## config.mk

```make
export PLATFORM = sky130hd
export DESIGN_NAME = uwire_eeprom_master
export DESIGN_NICKNAME = d
export VERILOG_FILES = /design/src/rtl/uwire_pkg.sv /design/src/rtl/uwire_rst_sync.sv /design/src/rtl/uwire_phase_timer.sv /design/src/rtl/uwire_shifter.sv /design/src/rtl/uwire_ready_poll.sv /design/src/rtl/uwire_eeprom_master.sv
export SDC_FILE = /design/constraint.sdc
export NUM_CORES = 1
export LEC_CHECK = 0
export CAP_MARGIN = 20
export CORE_MARGIN = 1.5
export CORE_UTILIZATION = 58
export DETAILED_ROUTE_END_ITERATION = 7
export PLACE_DENSITY = 0.79
export SKIP_LAST_GASP = 1
export SLEW_MARGIN = 15
export SYNTH_ARGS = -nofsm -noshare
export SYNTH_HDL_FRONTEND = slang
export SYNTH_SLANG_ARGS = --single-unit
```

## constraint.sdc

```tcl
create_clock -name clk -period 5.3 [get_ports clk]
set_input_delay 1.06 -clock clk [delete_from_list [all_inputs] [get_ports clk]]
set_output_delay 1.06 -clock clk [all_outputs]
set_load 0.1 [all_outputs]
```

## src/rtl/uwire_pkg.sv

```systemverilog
package uwire_pkg;
  typedef enum logic [2:0] {
    S_IDLE,
    S_CSOFF,
    S_SHIFT,
    S_POLL,
    S_END,
    S_FIN
  } ctl_state_t;

  typedef enum logic [1:0] {
    STG_WEN,
    STG_WR,
    STG_RD,
    STG_POLL
  } stage_t;

  localparam logic [1:0] OPC_READ  = 2'b10;
  localparam logic [1:0] OPC_WRITE = 2'b01;
  localparam logic [1:0] OPC_EWEN  = 2'b00;
  localparam logic       LEAD_BIT  = 1'b0;
  localparam logic       START_BIT = 1'b1;
endpackage

```

## src/rtl/uwire_rst_sync.sv

```systemverilog
module uwire_rst_sync (
  input  logic clk,
  input  logic rst_n_in,
  output logic rst_n_out
);
  logic [1:0] sync_q;

  always_ff @(posedge clk or negedge rst_n_in) begin
    if (!rst_n_in) sync_q <= 2'b00;
    else           sync_q <= {sync_q[0], 1'b1};
  end

  assign rst_n_out = sync_q[1];
endmodule

```

## src/rtl/uwire_phase_timer.sv

```systemverilog
module uwire_phase_timer #(
  parameter int DIV = 50
) (
  input  logic clk,
  input  logic rst_n,
  input  logic en,
  output logic tick
);
  localparam int CW = $clog2(DIV + 1);
  localparam logic [CW-1:0] LAST = CW'(DIV - 1);

  logic [CW-1:0] cnt_q, cnt_nx;

  always_comb begin
    cnt_nx = cnt_q;
    if (!en)                cnt_nx = '0;
    else if (cnt_q == LAST) cnt_nx = '0;
    else                    cnt_nx = cnt_q + 1'b1;
  end

  always_ff @(posedge clk or negedge rst_n) begin
    if (!rst_n) cnt_q <= '0;
    else        cnt_q <= cnt_nx;
  end

  assign tick = en && (cnt_q == LAST);
endmodule

```

## src/rtl/uwire_shifter.sv

```systemverilog
module uwire_shifter #(
  parameter int FR_W = 26,
  parameter int RX_W = 16,
  parameter int DIV  = 50,
  parameter int NB_W = 5
) (
  input  logic            clk,
  input  logic            rst_n,
  input  logic            start,
  input  logic [FR_W-1:0] frame,
  input  logic [NB_W-1:0] nbits,
  input  logic            sdo,
  output logic            sk,
  output logic            sdi,
  output logic            fin,
  output logic [RX_W-1:0] rx
);
  logic [FR_W-1:0] sh_q, sh_nx;
  logic [NB_W-1:0] left_q, left_nx;
  logic [1:0]      ph_q, ph_nx;
  logic            act_q, act_nx;
  logic [RX_W-1:0] rx_q, rx_nx;
  logic            tick;

  uwire_phase_timer #(.DIV(DIV)) u_timer (
    .clk  (clk),
    .rst_n(rst_n),
    .en   (act_q),
    .tick (tick)
  );

  always_comb begin
    sh_nx   = sh_q;
    left_nx = left_q;
    ph_nx   = ph_q;
    act_nx  = act_q;
    rx_nx   = rx_q;
    fin     = 1'b0;
    if (start) begin
      sh_nx   = frame;
      left_nx = nbits;
      ph_nx   = 2'd0;
      act_nx  = 1'b1;
    end else if (act_q && tick) begin
      case (ph_q)
        2'd0: ph_nx = 2'd1;
        2'd1: begin
          ph_nx = 2'd2;
          rx_nx = {rx_q[RX_W-2:0], sdo};
        end
        2'd2: begin
          ph_nx   = 2'd0;
          sh_nx   = {sh_q[FR_W-2:0], 1'b0};
          left_nx = left_q - 1'b1;
          if (left_q == NB_W'(1)) begin
            act_nx = 1'b0;
            fin    = 1'b1;
          end
        end
        default: ph_nx = 2'd0;
      endcase
    end
  end

  always_ff @(posedge clk or negedge rst_n) begin
    if (!rst_n) begin
      sh_q   <= '0;
      left_q <= '0;
      ph_q   <= 2'd0;
      act_q  <= 1'b0;
      rx_q   <= '0;
    end else begin
      sh_q   <= sh_nx;
      left_q <= left_nx;
      ph_q   <= ph_nx;
      act_q  <= act_nx;
      rx_q   <= rx_nx;
    end
  end

  assign sk  = act_q && (ph_q == 2'd1);
  assign sdi = act_q && sh_q[FR_W-1];
  assign rx  = rx_q;
endmodule

```

## src/rtl/uwire_ready_poll.sv

```systemverilog
module uwire_ready_poll #(
  parameter int GAP   = 50000,
  parameter int TRIES = 100
) (
  input  logic clk,
  input  logic rst_n,
  input  logic start,
  input  logic sdo,
  output logic fin,
  output logic timeout
);
  localparam int GW = $clog2(GAP + 1);
  localparam int TW = $clog2(TRIES + 1);
  localparam logic [GW-1:0] GAP_LAST = GW'(GAP - 1);
  localparam logic [TW-1:0] TRY_LAST = TW'(TRIES - 1);

  logic          act_q, act_nx;
  logic [GW-1:0] gap_q, gap_nx;
  logic [TW-1:0] try_q, try_nx;
  logic          gap_end;

  assign gap_end = act_q && (gap_q == GAP_LAST);
  assign fin     = gap_end && (sdo || (try_q == TRY_LAST));
  assign timeout = fin && !sdo;

  always_comb begin
    act_nx = act_q;
    gap_nx = gap_q;
    try_nx = try_q;
    if (start) begin
      act_nx = 1'b1;
      gap_nx = '0;
      try_nx = '0;
    end else if (act_q) begin
      if (gap_end) begin
        gap_nx = '0;
        if (fin) act_nx = 1'b0;
        else     try_nx = try_q + 1'b1;
      end else begin
        gap_nx = gap_q + 1'b1;
      end
    end
  end

  always_ff @(posedge clk or negedge rst_n) begin
    if (!rst_n) begin
      act_q <= 1'b0;
      gap_q <= '0;
      try_q <= '0;
    end else begin
      act_q <= act_nx;
      gap_q <= gap_nx;
      try_q <= try_nx;
    end
  end
endmodule

```

## src/rtl/uwire_eeprom_master.sv

```systemverilog
module uwire_eeprom_master
  import uwire_pkg::*;
#(
  parameter int ADDR_W     = 6,
  parameter int DATA_W     = 16,
  parameter int CLK_DIV    = 50,
  parameter int POLL_GAP   = 50000,
  parameter int POLL_TRIES = 100
) (
  input  logic              clk,
  input  logic              rst_n,
  input  logic              req,
  input  logic              req_write,
  input  logic [ADDR_W-1:0] req_addr,
  input  logic [DATA_W-1:0] req_wdata,
  output logic [DATA_W-1:0] rsp_rdata,
  output logic              rsp_done,
  output logic              rsp_err,
  output logic              ee_cs,
  output logic              ee_sk,
  output logic              ee_di,
  input  logic              ee_do
);
  localparam int HDR_W = 4 + ADDR_W;
  localparam int FR_W  = HDR_W + DATA_W;
  localparam int NB_W  = $clog2(FR_W + 1);

  logic              rst_n_s;
  ctl_state_t        state_q, state_nx;
  stage_t            stage_q, stage_nx;
  logic [ADDR_W-1:0] addr_q, addr_nx;
  logic [DATA_W-1:0] data_q, data_nx;
  logic [DATA_W-1:0] rdata_q, rdata_nx;
  logic              err_q, err_nx;
  logic              tmo_q, tmo_nx;

  logic              cs_tick;
  logic              sh_start, sh_fin, sh_sk, sh_di;
  logic [DATA_W-1:0] sh_rx;
  logic [FR_W-1:0]   frame;
  logic [NB_W-1:0]   nbits;
  logic              poll_start, poll_fin, poll_to;

  uwire_rst_sync u_rst (
    .clk      (clk),
    .rst_n_in (rst_n),
    .rst_n_out(rst_n_s)
  );

  uwire_phase_timer #(.DIV(CLK_DIV)) u_cs_timer (
    .clk  (clk),
    .rst_n(rst_n_s),
    .en   ((state_q == S_CSOFF) || (state_q == S_END)),
    .tick (cs_tick)
  );

  // frame contents per stage, left aligned, lead zero first
  always_comb begin
    case (stage_q)
      STG_WEN: begin
        frame = {LEAD_BIT, START_BIT, OPC_EWEN, {ADDR_W{1'b1}}, {DATA_W{1'b0}}};
        nbits = NB_W'(HDR_W);
      end
      STG_WR: begin
        frame = {LEAD_BIT, START_BIT, OPC_WRITE, addr_q, data_q};
        nbits = NB_W'(FR_W);
      end
      default: begin
        frame = {LEAD_BIT, START_BIT, OPC_READ, addr_q, {DATA_W{1'b0}}};
        nbits = NB_W'(FR_W);
      end
    endcase
  end

  assign sh_start   = (state_q == S_CSOFF) && cs_tick && (stage_q != STG_POLL);
  assign poll_start = (state_q == S_CSOFF) && cs_tick && (stage_q == STG_POLL);

  uwire_shifter #(
    .FR_W(FR_W),
    .RX_W(DATA_W),
    .DIV (CLK_DIV),
    .NB_W(NB_W)
  ) u_shifter (
    .clk  (clk),
    .rst_n(rst_n_s),
    .start(sh_start),
    .frame(frame),
    .nbits(nbits),
    .sdo  (ee_do),
    .sk   (sh_sk),
    .sdi  (sh_di),
    .fin  (sh_fin),
    .rx   (sh_rx)
  );

  uwire_ready_poll #(
    .GAP  (POLL_GAP),
    .TRIES(POLL_TRIES)
  ) u_poll (
    .clk    (clk),
    .rst_n  (rst_n_s),
    .start  (poll_start),
    .sdo    (ee_do),
    .fin    (poll_fin),
    .timeout(poll_to)
  );

  always_comb begin
    state_nx = state_q;
    stage_nx = stage_q;
    addr_nx  = addr_q;
    data_nx  = data_q;
    rdata_nx = rdata_q;
    err_nx   = err_q;
    tmo_nx   = tmo_q;
    case (state_q)
      S_IDLE: if (req) begin
        state_nx = S_CSOFF;
        stage_nx = req_write ? STG_WEN : STG_RD;
        addr_nx  = req_addr;
        data_nx  = req_wdata;
        err_nx   = 1'b0;
        tmo_nx   = 1'b0;
      end
      S_CSOFF: if (cs_tick) state_nx = (stage_q == STG_POLL) ? S_POLL : S_SHIFT;
      S_SHIFT: if (sh_fin) begin
        case (stage_q)
          STG_WEN: begin
            stage_nx = STG_WR;
            state_nx = S_CSOFF;
          end
          STG_WR: begin
            stage_nx = STG_POLL;
            state_nx = S_CSOFF;
          end
          default: begin
            rdata_nx = sh_rx;
            state_nx = S_END;
          end
        endcase
      end
      S_POLL: if (poll_fin) begin
        tmo_nx   = poll_to;
        state_nx = S_END;
      end
      S_END: if (cs_tick) begin
        err_nx   = tmo_q;
        state_nx = S_FIN;
      end
      S_FIN:   state_nx = S_IDLE;
      default: state_nx = S_IDLE;
    endcase
  end

  always_ff @(posedge clk or negedge rst_n_s) begin
    if (!rst_n_s) begin
      state_q <= S_IDLE;
      stage_q <= STG_RD;
      addr_q  <= '0;
      data_q  <= '0;
      rdata_q <= '0;
      err_q   <= 1'b0;
      tmo_q   <= 1'b0;
    end else begin
      state_q <= state_nx;
      stage_q <= stage_nx;
      addr_q  <= addr_nx;
      data_q  <= data_nx;
      rdata_q <= rdata_nx;
      err_q   <= err_nx;
      tmo_q   <= tmo_nx;
    end
  end

  assign ee_cs     = (state_q == S_SHIFT) || (state_q == S_POLL);
  assign ee_sk     = sh_sk;
  assign ee_di     = sh_di;
  assign rsp_done  = (state_q == S_FIN);
  assign rsp_err   = err_q;
  assign rsp_rdata = rdata_q;
endmodule

```

==> metrics.txt, run 1 <==
outcome=finished clean; CTS sink count=roughly 130; sequential element share of the synthesized area=between 50% and 60%; Syn Std Cell Area=6160 µm²; Crit path largest cell delay=1120 ps; io pins=48; WS Path Type=flip-flop to primary output; H-Tree Level Count=4; clk_skew=12.1 ps; final hold viol count=0; Placed Cells incl. Taps=686; vias in the first global route=about 4200; synthesized area per cell=11.7 µm²; Clock Latency Late Sink=~530 ps; TritonCTS Buffers=17; final hold slack=358 ps; RSZ-0062 raised after global routing=no; layout net count=605; count of final setup violators=0; max_cap viols=0; DRT Pass-1 Iters=5; vias=4175; maximum vdd drop=around 0.00027 V; Period minus WS final=approximately 3700 ps; cts repair resizes=0; CTS root buf=clkbuf_8; #FFs+latches synth=~130; number of synthesized flops with an enable pin=0; GPL Wtd Cong=roughly 0.8; die area=between 10000 and 15000 µm²; fin area=7330 µm²; Core Area=10300 µm²; drt initial violations=305; Longest Clk Path Bufs=2; Die Span Y=106 µm; P_leak=0.00303 µW; Slew @ Worst Pin=approximately 1000 ps; diode count=0; Layout Cells excl Fill=718; hold buffer count at cts=0; Slew headroom=32.7%; Final Routed Wirelength=11900 µm; layout cells sized above 1=~16%; Die X=~110 µm; Req. time, crit path=4240 ps; pwr/cell area=407 nW/µm²; Worst EP arrival=2620 ps; port bufs=between 40 and 50; antenna violations before repair=0; initial core utilization=59.7%; largest net degree at the start of global routing=75; Seq pwr share=44.6%; first-pass GRT wire length=20000 µm; most common cell after layout, fill and taps aside=dfrtp_1; Setup crit end kind=primary output; Slew Limit Fails=0; Sw Share=26.5%; Fillers=696; Max Clock Freq=271 MHz; predominant post-synthesis flop cell=dfrtp_1; CP cell instances=inv_1 > nor2_1 > and2_1 > clkdlybuf4s50_1; ANT nets after route=0; Avg WL per Cell=16.6 µm; most frequent cells in the layout=131 x dfrtp_1, 47 x clkdlybuf4s50_1, 45 x nor2_1; worst hold path type=flip-flop to flip-flop; clock power share=40.7%; Synth Instances=528; Internal Power=between 2000 and 2500 µW; vias per cell=5.81; setup_tns=0 ps; CP Max Fanout=9; Area after DPL=roughly 6700 µm²; Final Util=71.0%; FFs w/ async S/R, synth=between 90% and 100%; TritonCTS clock tree=done; Post-CTS Setup Repair Bufs=0; Total Routing Usage GR=22.8%; Final HPWL DP=7580 µm; Layout area overhead=19.0%; DRC Markers=0; FP Rows=37; Syn. warnings=0; Clk pin slew, worst setup/hold paths=60 ps; distinct cell type count after synthesis=58; Slowest-stage cell, CP=clkdlybuf4s50_1; Comb power frac=between 10% and 20%; Startpoint Class=flip-flop; final worst path period share=69.5%; Synth Net Count=563; sw power=between 700 and 800 µW; total congestion overflow=0
-- cell families (layout without fill, tap and decap cells) --
group	after synthesis	after routing	synth area share, %
and+or+nand+nor	171	171	16.1
DFF	133	133	54.1
AOI/OAI and AO/OA	76	76	7.64
muxes	74	74	13.7
buffers and inverters	39	93	3.11
xor gates and xnor gates	26	26	3.70
adders and majority gates	8	8	1.63
other	1	1	0.0609
-- critical path: cells and delay by family (launching register included) --
| family | cells | cell delay (ps) |
|---|---|---|
| buf+inv | 2 | 1270 |
| flops | 1 | 500 |
| simple gates | 2 | 340 |
-- metrics by stage --
| step | total power [µW] | setup WS (ps) |
|---|---|---|
| 3_5_place_dp | 1770 | 2040 |
| 4_1_cts | 3000 | 1610 |
| 6_report | 2980 | 1620 |
| 2_1_floorplan | 1660 | 1320 |
| 5_1_grt | 3110 | 1480 |
| 3_3_place_gp | 1750 | 2120 |
-- worst paths after layout --
kind / startpoint / end / slack, ps / cells after the start
max reg2reg: u_shifter.u_timer.cnt_q[1] / u_shifter.rx[1] / 2590 / 6
max: state_q[2] / rsp_done / 1620 / 4
min in group asynchronous: u_rst.sync_q[1] / u_poll.gap_q[8] / 480 / 0
max in group asynchronous: u_rst.sync_q[1] / u_cs_timer.cnt_q[2] / 3530 / 1
min: u_rst.sync_q[0] / u_rst.sync_q[1] / 360 / 0
min reg2reg: u_rst.sync_q[0] / u_rst.sync_q[1] / 360 / 0
-- cell usage after synthesis (10+ instances only) --
library cell | number | area (µm²)
a21oi_1 | 19 | 95.1
clkbuf_1 | 12 | 45.0
dfrtp_1 | 132 | 3300
inv_1 | 11 | 41.3
mux2_1 | 15 | 169
mux2_2 | 29 | 327
mux2_4 | 10 | 150
mux2i_1 | 20 | 200
nand2_1 | 22 | 82.6
nand3_1 | 27 | 135
nor2_1 | 45 | 169
o21ai_0 | 19 | 95.1
o21ai_1 | 10 | 50.1
xnor2_1 | 19 | 166
-- cell type report --
cell class | instances | area (µm²) | share of cell area [%]
multi-input cells | 356 | 2660 | 36.2
inverters | 11 | 41.3 | 0.563
well taps | 136 | 170 | 2.32
flip-flops and latches | 133 | 3330 | 45.5
clock buffers | 19 | 442 | 6.03
repair buffers | 51 | 508 | 6.93
clock inverters | 12 | 178 | 2.42
-- power by group through the flow --
stage	clock network [µW]	registers, µW	logic (µW)
after floorplan	0	1300	357
after CTS	1230	1330	436
after detailed placement	0	1340	432
final	1210	1330	438
after global placement	0	1330	413
after global routing	1270	1350	481
-- per-layer routing --
| metal | track usage [%] | vias up | share of wire, % |
|---|---|---|---|
| met5 | 0 | - | 0 |
| met2 | 37.1 | 103 | 50 |
| li1 | - | 1966 | - |
| met1 | 29.4 | 2093 | 45 |
| met3 | 6.38 | 13 | 4.4 |
| met4 | 8.20 | 0 | 0.96 |
-- state kept, by name (all words and copies together), names as in the netlist, 6 cells and up --
| name | cells |
|---|---|
| addr_q | 6 |
| u_poll.try_q | 7 |
| u_shifter.rx | 16 |
| data_q | 16 |
| rsp_rdata | 16 |
| u_shifter.u_timer.cnt_q | 6 |
| u_cs_timer.cnt_q | 6 |
| u_shifter.sh_q | 26 |
| u_poll.gap_q | 16 |
(Power assumes the default switching activity.)
==> run 2: changes to the inputs <==
==> constraint.sdc (replaced) <==
create_clock -name clk -period 3.5 [get_ports clk]
set_input_delay 0.7 -clock clk [delete_from_list [all_inputs] [get_ports clk]]
set_output_delay 0.7 -clock clk [all_outputs]
set_load 0.1 [all_outputs]
==> metrics.txt, run 2 (synthesis gave the netlist of run 1 again) <==
GPL Wtd Cong=between 0.8 and 0.9; hold buffer count at cts=0; layout cells sized above 1=about 16%; Comb power frac=15.6%; most common cell after layout, fill and taps aside=dfrtp_1; Worst Reg-to-Reg Cells=6; met3 WL=623 µm; outcome=finished clean; Avg WL per Cell=~17 µm; max_cap viols=0; TritonCTS Buffers=17; Clock Latency Late Sink=roughly 530 ps; pwr/cell area=a little under 600 nW/µm²; Post-CTS Setup Repair Bufs=0; CP Buf/Inv Count=1; Slew @ Worst Pin=996 ps; Setup crit end kind=primary output; Sw Share=27.0%; Die Span Y=between 100 and 150 µm; CTS root buf=clkbuf_8; initial core utilization=59.7%; clock power share=around 38%; Crit path largest cell delay=1160 ps; final hold viol count=0; Startpoint Class=flip-flop; cts repair resizes=0; total congestion overflow=0; port bufs=47; Top reg by flops=u_shifter.sh_q; top layer in use=met4; io pins=48; CP cell instances=clkdlybuf4s50_1; setup_tns=0 ps; clk_skew=6.48 ps; Final HPWL DP=8110 µm; Total Routing Usage GR=24.1%; reg2reg start=u_shifter.u_timer.cnt_q[1]; layout net count=609; FP Rows=37; vias=approximately 4300; vias in the first global route=4438; most frequent cells in the layout=131 x dfrtp_1, 45 x nor2_1, 43 x clkdlybuf4s50_1; Die X=106 µm; Slowest-stage cell, CP=clkdlybuf4s50_1; Largest delay share family, worst path=buffers and inverters; ANT nets after route=0; H-Tree Level Count=4; Largest register FFs=26; worst hold path type=input port to asynchronous set/reset pin; TritonCTS clock tree=done; Slew headroom=33.4%; CTS sink count=between 100 and 150; P_leak=~0.0030 µW; drt initial violations=318; die area=11200 µm²; WS Path Type=flip-flop to primary output; count of final setup violators=0; reg2reg end=u_shifter.rx[1]; Core Area=10300 µm²; Internal Power=around 3100 µW; RSZ-0062 raised after global routing=no; Worst EP arrival=2060 ps; Metal-1 WL=a little over 5000 µm; first-pass GRT wire length=between 20000 and 25000 µm; sw power=roughly 1200 µW; antenna violations before repair=0; R2R Setup Slk=940 ps; diode count=0; final hold slack=326 ps; maximum vdd drop=0.000553 V; final worst path period share=between 70% and 80%; Fillers=717; CP Max Fanout=2; Seq pwr share=roughly 47%; Clk pin slew, worst setup/hold paths=approximately 60 ps; Layout area overhead=17.5%; met2 wire len=6110 µm; Req. time, crit path=2800 ps; Longest Clk Path Bufs=2; vias per cell=5.97; Slew Limit Fails=0; Final Routed Wirelength=between 10000 and 15000 µm; Max Clock Freq=363 MHz; DRT Pass-1 Iters=4; DRC Markers=0; Period minus WS final=2760 ps; largest net degree at the start of global routing=78
==> run 2: cell type report <==
cell class                      instances  area, µm²  area share, %
Multi-Input combinational cell        356       2640           36.5
Clock inverter                          6       80.1           1.11
Sequential cell                       133       3330           46.1
Clock buffer                           23        447           6.17
Tap cell                              136        170           2.35
Timing Repair Buffer                   55        520           7.19
Inverter                               11       41.3          0.571
==> run 2: worst max path at each step <==
stage	start	end	cells past startpoint
floorplan	state_q[1]	tmo_q	5
global placement	u_shifter.u_timer.cnt_q[1]	u_shifter.rx[1]	6
detailed placement	u_shifter.u_timer.cnt_q[1]	u_shifter.rx[3]	6
CTS	rsp_rdata[10]	rsp_rdata[10]	1
global route	rsp_rdata[10]	rsp_rdata[10]	1
finish	rsp_rdata[10]	rsp_rdata[10]	1
==> run 2: layer usage <==
layer	global-route usage, %	vias up
met1	29.1	2145
li1	-	1985
met4	11.3	0
met2	39.7	134
met5	0	-
met3	6.99	31
==> run 2: power groups by stage <==
| stage | Sequential (µW) | Clock (µW) | Combinational [µW] |
|---|---|---|---|
| global route | 2040 | 1720 | 746 |
| detailed placement | 2030 | 0 | 675 |
| global placement | 2020 | 0 | 644 |
| floorplan | 1970 | 0 | 540 |
| finish | 2010 | 1620 | 673 |
| CTS | 2010 | 1650 | 680 |
==> run 2: stage by stage <==
step	utilization [%]	setup WS, ps	area, µm²	std cells	power (µW)
finish	70.1	744	7240	720	4300
global route	70.1	682	7240	720	4510
CTS	70.1	699	7240	720	4340
detailed placement	65.0	960	6710	691	2710
global placement	65.0	1060	6710	691	2660
floorplan	-	756	6160	528	2510
==> run 3: changes to the inputs <==
--- a/config.mk
+++ b/config.mk
@@ -7,9 +7,9 @@
 export LEC_CHECK = 0
 export CAP_MARGIN = 20
 export CORE_MARGIN = 1.5
-export CORE_UTILIZATION = 58
+export CORE_UTILIZATION = 53
 export DETAILED_ROUTE_END_ITERATION = 7
-export PLACE_DENSITY = 0.79
+export PLACE_DENSITY = 0.76
 export SKIP_LAST_GASP = 1
 export SLEW_MARGIN = 15
 export SYNTH_ARGS = -nofsm -noshare
==> constraint.sdc (replaced) <==
create_clock -name clk -period 2.4 [get_ports clk]
set_input_delay 0.48 -clock clk [delete_from_list [all_inputs] [get_ports clk]]
set_output_delay 0.48 -clock clk [all_outputs]
set_load 0.1 [all_outputs]
==> metrics.txt, run 3 (synthesis gave the netlist of run 1 again) <==
cts repair resizes=0; pwr/cell area=875 nW/µm²; H-Tree Level Count=4; Slowest-stage cell, CP=or4_1; vias=4141; Post-CTS Setup Repair Bufs=0; Total Routing Usage GR=19.9%; FP Rows=39; layout net count=about 620; worst hold path type=input port to asynchronous set/reset pin; most common cell after layout, fill and taps aside=dfrtp_1; initial core utilization=54.2%; most frequent cells in the layout=131 x dfrtp_1, 45 x nor2_1, 31 x buf_4; maximum vdd drop=0.000830 V; layout cells sized above 1=between 20% and 30%; Startpoint Class=flip-flop; Area after DPL=slightly below 7000 µm²; Slew Limit Fails=0; count of final setup violators=0; diode count=0; largest net degree at the start of global routing=46; Clk pin slew, worst setup/hold paths=50 ps; fin area=7390 µm²; Die X=111 µm; Top reg by flops=u_shifter.sh_q; first-pass GRT wire length=between 15000 and 20000 µm; Setup crit end kind=flip-flop; Setup crit end=u_poll.try_q[5]; Slew headroom=56.3%; ANT nets after route=0; vias per cell=between 5 and 6; RSZ-0062 raised after global routing=no; final hold viol count=0; Core Area=11400 µm²; CTS root buf=clkbuf_16; reg2reg end=u_poll.try_q[5]; vias in the first global route=a little over 4000; port bufs=47; io pins=between 40 and 50; DRT Pass-1 Iters=4; max_cap viols=0; hold buffer count at cts=0; Worst EP arrival=2480 ps; final worst path period share=89.4%; Clock Latency Late Sink=slightly above 400 ps; Total Power=6470 µW; GPL Wtd Cong=approximately 0.84; drt initial violations=between 200 and 300; Final HPWL DP=7760 µm; Layout area overhead=20.0%; TritonCTS clock tree=done; DRC Markers=0; CTS sink count=133; CP cell instances=ha_1 > and4_1 > nand4_1 > or4_1 > a21oi_1; antenna violations before repair=0; Final Util=65.0%; Slew @ Worst Pin=651 ps; R2R Setup Slk=~250 ps; Req. time, crit path=between 2000 and 3000 ps; Final Routed Wirelength=between 10000 and 15000 µm; Crit path largest cell delay=610 ps; TritonCTS Buffers=17; Largest register FFs=26; outcome=finished clean; total congestion overflow=0; Die Span Y=111 µm; P_leak=between 0.003 and 0.004 µW; Crit. Startpoint=u_poll.gap_q[0]; Longest Clk Path Bufs=2; CP Max Fanout=7; Worst Reg-to-Reg Cells=5; final hold slack=around 230 ps; Period minus WS final=2150 ps; setup_tns=0 ps; WS Path Type=flip-flop to flip-flop; Max Clock Freq=466 MHz; reg2reg start=u_poll.gap_q[0]; die area=12300 µm²; Fillers=873; Avg WL per Cell=roughly 16 µm; clk_skew=6.27 ps
[run 3: per-stage QoR]
| step | instances | worst slack, ps |
|---|---|---|
| 6_report | 737 | 255 |
| 5_1_grt | 737 | 144 |
| 4_1_cts | 737 | 271 |
| 3_5_place_dp | 705 | 281 |
| 3_3_place_gp | 705 | 327 |
| 2_1_floorplan | 528 | 159 |
[run 3: worst min-delay path by stage]
stage                     cells past startpoint  slack [ps]            start         endpoint
after floorplan                               0         180            rst_n  u_rst.sync_q[0]
after global placement                        0         340  u_rst.sync_q[0]  u_rst.sync_q[1]
after detailed placement                      0         340  u_rst.sync_q[0]  u_rst.sync_q[1]
after CTS                                     1         220            rst_n  u_rst.sync_q[1]
after global routing                          1         220            rst_n  u_rst.sync_q[1]
final                                         1         230            rst_n  u_rst.sync_q[1]
[run 3: power breakdown]
| group | switching [µW] | leakage, µW | internal [µW] | total [µW] |
|---|---|---|---|---|
| logic | 491 | 0.00122 | 516 | 1010 |
| clock network | 904 | 0.000301 | 1640 | 2540 |
| registers | 310 | 0.00162 | 2610 | 2920 |
| total | 1700 | 0.00314 | 4770 | 6470 |
[run 3: cell type report]
cell class                      count  area, µm²  area share, %
Sequential cell                   133       3330           45.1
Clock inverter                      7       66.3          0.897
Timing Repair Buffer               62        593           8.02
Clock buffer                       25        536           7.24
Inverter                           11       41.3          0.558
Tap cell                          143        179           2.42
Multi-Input combinational cell    356       2650           35.8
[run 3: worst max-delay path, delay by kind of cell, from the launching register on]
| family | cells | cell delay [ps] |
|---|---|---|
| AO/OA/AOI/OAI | 1 | 160 |
| adder cells (fa/ha/maj) | 1 | 240 |
| flip-flops | 1 | 400 |
| AND/OR/NAND/NOR | 3 | 1260 |
[run 3: per-layer routing]
metal / up-vias / GRT usage [%] / share of wire [%]
met4: 0 / 7.01 / 1.3
li1: 1994 / - / -
met1: 2067 / 25.7 / 46
met3: 19 / 5.85 / 3.4
met5: - / 0 / 0
met2: 61 / 32.1 / 49
